`config.mk`:
```
export PLATFORM = sky130hd
export DESIGN_NAME = pulse_alarm_gen
export DESIGN_NICKNAME = d
export VERILOG_FILES = /design/src/rtl/pag_pkg.sv /design/src/rtl/pag_regs.sv /design/src/rtl/pag_fsm.sv /design/src/rtl/pag_channel.sv /design/src/rtl/pulse_alarm_gen.sv
export SDC_FILE = /design/constraint.sdc
export NUM_CORES = 1
export LEC_CHECK = 0
export ABC_AREA = 1
export BUFFER_PORTS_ARGS = -buffer_cell sky130_fd_sc_hd__buf_4
export CAP_MARGIN = 25
export CORE_AREA = 2 2 250 252
export DETAILED_ROUTE_END_ITERATION = 10
export DIE_AREA = 0 0 252 254
export PLACE_DENSITY_LB_ADDON = 0.3
export SLEW_MARGIN = 10
export SYNTH_ARGS = -nofsm -noshare
export SYNTH_HDL_FRONTEND = slang
export SYNTH_SLANG_ARGS = --single-unit
```
`constraint.sdc`:
```
create_clock -name clk -period 2.25 [get_ports clk]
set_input_delay 0.225 -clock clk [delete_from_list [all_inputs] [get_ports clk]]
set_output_delay 0.225 -clock clk [all_outputs]
set_load 0.005 [all_outputs]
```
`src/rtl/pag_pkg.sv`:
```
package pag_pkg;

    typedef enum logic [1:0] {
        ST_IDLE  = 2'd0,
        ST_ARMED = 2'd1,
        ST_RUN   = 2'd2
    } gen_state_t;

    localparam int ADDR_W = 3;

    localparam logic [ADDR_W-1:0] A_CTRL   = 3'd0;
    localparam logic [ADDR_W-1:0] A_EVENT  = 3'd1;
    localparam logic [ADDR_W-1:0] A_MASK   = 3'd2;
    localparam logic [ADDR_W-1:0] A_ALM_LO = 3'd3;
    localparam logic [ADDR_W-1:0] A_ALM_HI = 3'd4;
    localparam logic [ADDR_W-1:0] A_PER0   = 3'd5;

endpackage

```
`src/rtl/pag_regs.sv`:
```
module pag_regs
    import pag_pkg::*;
#(
    parameter int NUM_PULSE = 3,
    parameter int PER_W     = 32
) (
    input  logic                            clk,
    input  logic                            rst_n,
    input  logic                            wr_en,
    input  logic [ADDR_W-1:0]               wr_addr,
    input  logic [31:0]                     wr_data,
    input  logic                            pulse0,
    output logic                            start_en,
    output logic                            mask_bit,
    output logic                            evt_flag,
    output logic [63:0]                     alarm,
    output logic [NUM_PULSE-1:0][PER_W-1:0] period,
    output logic                            arm_req,
    output logic                            disarm_req
);

    logic [NUM_PULSE-1:0] per_hit;

    // Control, mask and alarm words
    always_ff @(posedge clk or negedge rst_n) begin
        if (!rst_n) begin
            start_en <= 1'b0;
            mask_bit <= 1'b0;
            alarm    <= '0;
        end else if (wr_en) begin
            if (wr_addr == A_CTRL)   start_en     <= wr_data[0];
            if (wr_addr == A_MASK)   mask_bit     <= wr_data[0];
            if (wr_addr == A_ALM_LO) alarm[31:0]  <= wr_data;
            if (wr_addr == A_ALM_HI) alarm[63:32] <= wr_data;
        end
    end

    // Sticky event: a new pulse wins over a clearing write in the same cycle
    always_ff @(posedge clk or negedge rst_n) begin
        if (!rst_n)
            evt_flag <= 1'b0;
        else if (pulse0)
            evt_flag <= 1'b1;
        else if (wr_en && wr_addr == A_EVENT && wr_data[0])
            evt_flag <= 1'b0;
    end

    // One period register per present line
    for (genvar i = 0; i < NUM_PULSE; i++) begin : g_per
        localparam logic [ADDR_W-1:0] MY_ADDR = ADDR_W'(int'(A_PER0) + i);

        assign per_hit[i] = wr_en && (wr_addr == MY_ADDR);

        always_ff @(posedge clk or negedge rst_n) begin
            if (!rst_n)
                period[i] <= '0;
            else if (per_hit[i])
                period[i] <= wr_data[PER_W-1:0];
        end
    end

    assign arm_req    = wr_en && (wr_addr == A_ALM_HI);
    assign disarm_req = (wr_en && (wr_addr == A_ALM_LO)) || (|per_hit);

endmodule

```
`src/rtl/pag_fsm.sv`:
```
module pag_fsm
    import pag_pkg::*;
(
    input  logic       clk,
    input  logic       rst_n,
    input  logic       arm_req,
    input  logic       disarm_req,
    input  logic       match,
    input  logic       start_en,
    output gen_state_t state,
    output logic       launch,
    output logic       running
);

    gen_state_t state_nxt;

    // State register
    always_ff @(posedge clk or negedge rst_n) begin
        if (!rst_n)
            state <= ST_IDLE;
        else
            state <= state_nxt;
    end

    // Transitions: ARM, LAUNCH, DISARM
    always_comb begin
        state_nxt = state;
        unique case (state)
            ST_IDLE: begin
                if (arm_req) state_nxt = ST_ARMED;
            end
            ST_ARMED: begin
                if (disarm_req)             state_nxt = ST_IDLE;
                else if (arm_req)           state_nxt = ST_ARMED;
                else if (match && start_en) state_nxt = ST_RUN;
            end
            ST_RUN: begin
                if (disarm_req)   state_nxt = ST_IDLE;
                else if (arm_req) state_nxt = ST_ARMED;
            end
            default: state_nxt = ST_IDLE;
        endcase
    end

    // Outputs
    always_comb begin
        launch  = (state == ST_ARMED) && !disarm_req && !arm_req
                  && match && start_en;
        running = (state == ST_RUN);
    end

endmodule

```
`src/rtl/pag_channel.sv`:
```
module pag_channel #(
    parameter int PER_W = 32,
    parameter int NOM_W = 8
) (
    input  logic             clk,
    input  logic             rst_n,
    input  logic             launch,
    input  logic             running,
    input  logic [NOM_W-1:0] nom,
    input  logic [PER_W-1:0] period,
    output logic             pulse
);

    localparam int ACC_W = PER_W + 1;

    // Elapsed time since the last pulse, counted after the current tick
    logic [ACC_W-1:0] acc;
    logic [ACC_W-1:0] per_ext;
    logic [ACC_W-1:0] nom_ext;

    assign per_ext = ACC_W'(period);
    assign nom_ext = ACC_W'(nom);

    always_ff @(posedge clk or negedge rst_n) begin
        if (!rst_n) begin
            acc   <= '0;
            pulse <= 1'b0;
        end else if (launch) begin
            acc   <= '0;
            pulse <= 1'b1;
        end else if (running) begin
            if (acc >= per_ext) begin
                acc   <= acc - per_ext;
                pulse <= 1'b1;
            end else begin
                acc   <= acc + nom_ext;
                pulse <= 1'b0;
            end
        end else begin
            acc   <= '0;
            pulse <= 1'b0;
        end
    end

endmodule

```
`src/rtl/pulse_alarm_gen.sv`:
```
module pulse_alarm_gen
    import pag_pkg::*;
#(
    parameter int NUM_PULSE = 3,
    parameter int PER_W     = 32,
    parameter int NOM_W     = 8
) (
    input  logic                 clk,
    input  logic                 rst_n,
    input  logic [63:0]          time_now,
    input  logic [NOM_W-1:0]     nom_period,
    input  logic                 wr_en,
    input  logic [2:0]           wr_addr,
    input  logic [31:0]          wr_data,
    output logic [NUM_PULSE-1:0] pulse_o,
    output logic                 evt_o,
    output logic                 irq_o
);

    logic                            start_en;
    logic                            mask_q;
    logic [63:0]                     alarm_q;
    logic [NUM_PULSE-1:0][PER_W-1:0] period_q;
    logic                            arm_req;
    logic                            disarm_req;
    logic                            match;
    logic                            launch;
    logic                            running;
    gen_state_t                      state_q;

    pag_regs #(
        .NUM_PULSE (NUM_PULSE),
        .PER_W     (PER_W)
    ) u_regs (
        .clk        (clk),
        .rst_n      (rst_n),
        .wr_en      (wr_en),
        .wr_addr    (wr_addr),
        .wr_data    (wr_data),
        .pulse0     (pulse_o[0]),
        .start_en   (start_en),
        .mask_bit   (mask_q),
        .evt_flag   (evt_o),
        .alarm      (alarm_q),
        .period     (period_q),
        .arm_req    (arm_req),
        .disarm_req (disarm_req)
    );

    // Greater-or-equal so a tick stepping over the exact value still fires
    assign match = (time_now >= alarm_q);

    pag_fsm u_fsm (
        .clk        (clk),
        .rst_n      (rst_n),
        .arm_req    (arm_req),
        .disarm_req (disarm_req),
        .match      (match),
        .start_en   (start_en),
        .state      (state_q),
        .launch     (launch),
        .running    (running)
    );

    for (genvar i = 0; i < NUM_PULSE; i++) begin : g_ch
        pag_channel #(
            .PER_W (PER_W),
            .NOM_W (NOM_W)
        ) u_ch (
            .clk     (clk),
            .rst_n   (rst_n),
            .launch  (launch),
            .running (running),
            .nom     (nom_period),
            .period  (period_q[i]),
            .pulse   (pulse_o[i])
        );
    end

    assign irq_o = evt_o & mask_q;

endmodule

```
==> run metrics <==
Slew @ Worst Pin 0.557 ns; number of clock sinks around 270; xor/xnor share of the synthesized area 4.72%; hpwl dp between 60 and 70 mm; Clk Latency, worst-skew pair ~0.62 ns; final core occ 50.4%; global-route usage over all layers 25.2%; critical path peak fanout 8; vias in the first global route 21.6k; Crit path arrival time around 2.8 ns; Sw Share a little over a third; Compound-Gate Fraction of Synth Area 12.9%; final hold violations 0; Clock Tree Buf Depth 3; Cell variety after synth 39; Peak VDD IR 0.649 mV; worst path cell trace ha_4, buf_4, nand2_1, nor2_1, nand3_1, nor2_2, nand2_4, nand2_8, clkinv_8, buf_12, nand2_4, nand2_2, nor2_2; setup TNS 0 ns; Avg Inst Size Synth 6.71 um2; largest net degree at the start of global routing 67; Initial Util between 30% and 40%; Critical Path RT 2.79 ns; I/O pin total 115; Pwr Density 612 nW/um2; placed insts about 4.5k; Syn. warnings 0; commonest non-fill, non-tap cells in the layout nand2_1, buf_4, inv_1, nor2_1, dfrtp_1; Peak Freq between 400 and 500 MHz; via count 23.3k; Die X 252 um; HP Class primary input to flop; Design Power roughly 19,000 uW; Clock Root Buffer clkbuf_16; delay of the slowest cell on the worst path 0.46 ns; P_int approximately 12,000 uW; PortBufs 114; ANT nets after route 0; #FFs+latches synth 267; drt via density 5.03; Post-DP Area 26,600 um2; Antenna diodes 0; worst r2r src g_ch[1].u_ch.acc[26]; H-tree levels 1; Comb power frac a little over two fifths; Critical Setup Path Class flop to flop; Iter 0 DRT Violations between 1.5k and 2k; nature of the critical path endpoint flop; part of the cycle the worst path needs 99.7%; synthesized instance count between 3k and 4k; Fin Clk Skew 0.0210 ns; Reg clk slew, reported paths around 0.07 ns; WL final roughly 84 mm; status complete, no violations; DIE AREA 64,000 um2; Reg2Reg Depth 13; Post-Synth Simple-Gate Area 30.8%; fin. max-slew vios 0; Synth Area in Adders 11.4%; DR DRC count 0; worst r2r dst g_ch[1].u_ch.acc[29]; row count 91; filler-free cell count of the finished design 4,629; area added between synthesis and finish 44.8%; RSZ-0062 raised after global routing yes; Die H 254 um; initial antenna violation count 0; post-synthesis sequential area ratio ~31%; slew margin rel. a little over three fifths; CP startpoint g_ch[1].u_ch.acc[26]; Clock Power Share 27.9%; Synthesized Nets roughly 3.5k; TritonCTS Buffers 31; Initial DRT Pass Iterations 5; Max-Cap Viols 0; fin area slightly above 30,000 um2; CP endpoint g_ch[1].u_ch.acc[29]; detailed-route wire length per cell 18.1 um; Reg power frac a little under a third; Cell Area, Synth 21,300 um2; Worst R2R Setup Slack 0.007 ns; CTS tree yes; Overflow after GRT 0; Final Net Count 4,115; share of cells above drive strength 1 between 30% and 40%; CP max stage cell dfrtp_1; largest family of logic cells by synthesized area simple AND/OR/NAND/NOR gates; Final Wtd Congestion a little under 1; Placeable Area 61,300 um2; Worst Setup Start Kind flop; mux cell area share after synthesis 0%; first-pass GRT wire length 124 mm; commonest non-fill, non-tap cell in the layout nand2_1; fin crit period between 2 and 2.5 ns; endpoints failing setup 0; Leak 0.0156 uW; Switching Power 6920 uW; Layout fillers between 5k and 6k
[cell families (layout without fill, tap and decap cells)]
logic type | after synthesis | count (layout)
adder cells (fa/ha/maj) | 190 | 190
AO/OA/AOI/OAI | 530 | 530
buffers and inverters | 482 | 1145
XOR/XNOR | 115 | 115
AND/OR/NAND/NOR | 1592 | 1592
flip-flops | 267 | 267
[stage by stage]
step	worst slack, ns	hold slack (ns)
2_1_floorplan	0.110	-0.0706
3_3_place_gp	-0.266	0.154
3_5_place_dp	-0.272	0.156
4_1_cts	-0.000366	0.0429
5_1_grt	-0.0811	0.0545
6_report	0.00682	0.0677
[worst min-delay path by stage]
stage	end	from	cells after the start
floorplan	g_ch[0].u_ch.acc[0]	rst_n	0
global placement	g_ch[1].u_ch.acc[4]	rst_n	1
detailed placement	g_ch[1].u_ch.acc[19]	rst_n	1
CTS	u_regs.mask_bit	wr_addr[1]	4
global route	u_regs.evt_flag	wr_data[0]	3
finish	u_regs.mask_bit	wr_addr[1]	4
[synthesized netlist by cell type, drive strengths merged]
library cell,instances,area (um2)
o21bai,3,22.5
nor3b,3,22.5
a21o,16,120
a31o,2,17.5
o31ai,1,7.51
ha,184,2300
a22oi,2,15.0
nor3,46,246
and3,2,12.5
a21oi,196,985
clkbuf,39,146
nor2,336,1270
dfrtp,267,6680
nand2,934,3550
o21ai,293,1470
nand4,49,307
xnor2,63,552
or2,6,37.5
xor2,52,455
fa,6,120
a31oi,4,25.0
nand3b,15,113
buf,21,150
nor4,9,56.3
nand3,190,956
and2,2,12.5
inv,422,1580
o21a,13,97.6
[flip-flops by register name, indices dropped and copies added (netlist names)]
name,count
g_ch.u_ch.acc,99
g_ch.u_ch.pulse,3
u_fsm.state,2
u_regs.alarm,64
u_regs.evt_flag,1
u_regs.mask_bit,1
u_regs.period,96
u_regs.start_en,1
[power groups by stage]
stage | clock (uW) | sequential [uW] | combinational, uW
2_1_floorplan | 0 | 5700 | 3400
3_3_place_gp | 0 | 5770 | 6540
3_5_place_dp | 0 | 5800 | 6550
4_1_cts | 5340 | 5720 | 6820
5_1_grt | 5550 | 5820 | 8610
6_report | 5280 | 5750 | 7870
[what timing repair did]
item	4_1_cts	5_1_grt
endpoints found under the setup margin	99	100
hold buffers	36	0
pin swaps	13	112
gates cloned	0	2
hold endpoints to repair	333	0
resized for setup	122	466
buffers inserted	11	41
[per-layer routing]
metal	up-vias	global-route usage, %	wire length (um)
li1	11589	-	-
met1	10869	36.3	38900
met2	706	40.2	37600
met3	98	3.44	5620
met4	0	5.51	1860
met5	-	0	0
[area by class of cell]
| cell class | instances | area (um2) | share of cell area, % |
|---|---|---|---|
| multi-input cells | 2427 | 15100 | 49.0 |
| flip-flops and latches | 267 | 6710 | 21.7 |
| repair buffers | 666 | 5430 | 17.6 |
| inverters | 422 | 1610 | 5.21 |
| well taps | 790 | 988 | 3.20 |
| clock buffers | 40 | 840 | 2.72 |
| clock inverters | 17 | 196 | 0.636 |
[critical path, delay by kind of cell (launching register included)]
kind,cells,cell delay [ns]
adder cells (fa/ha/maj),1,0.31
buffers and inverters,3,0.37
flip-flops,1,0.46
AND/OR/NAND/NOR,9,1.02
(Power assumes the default switching activity.)
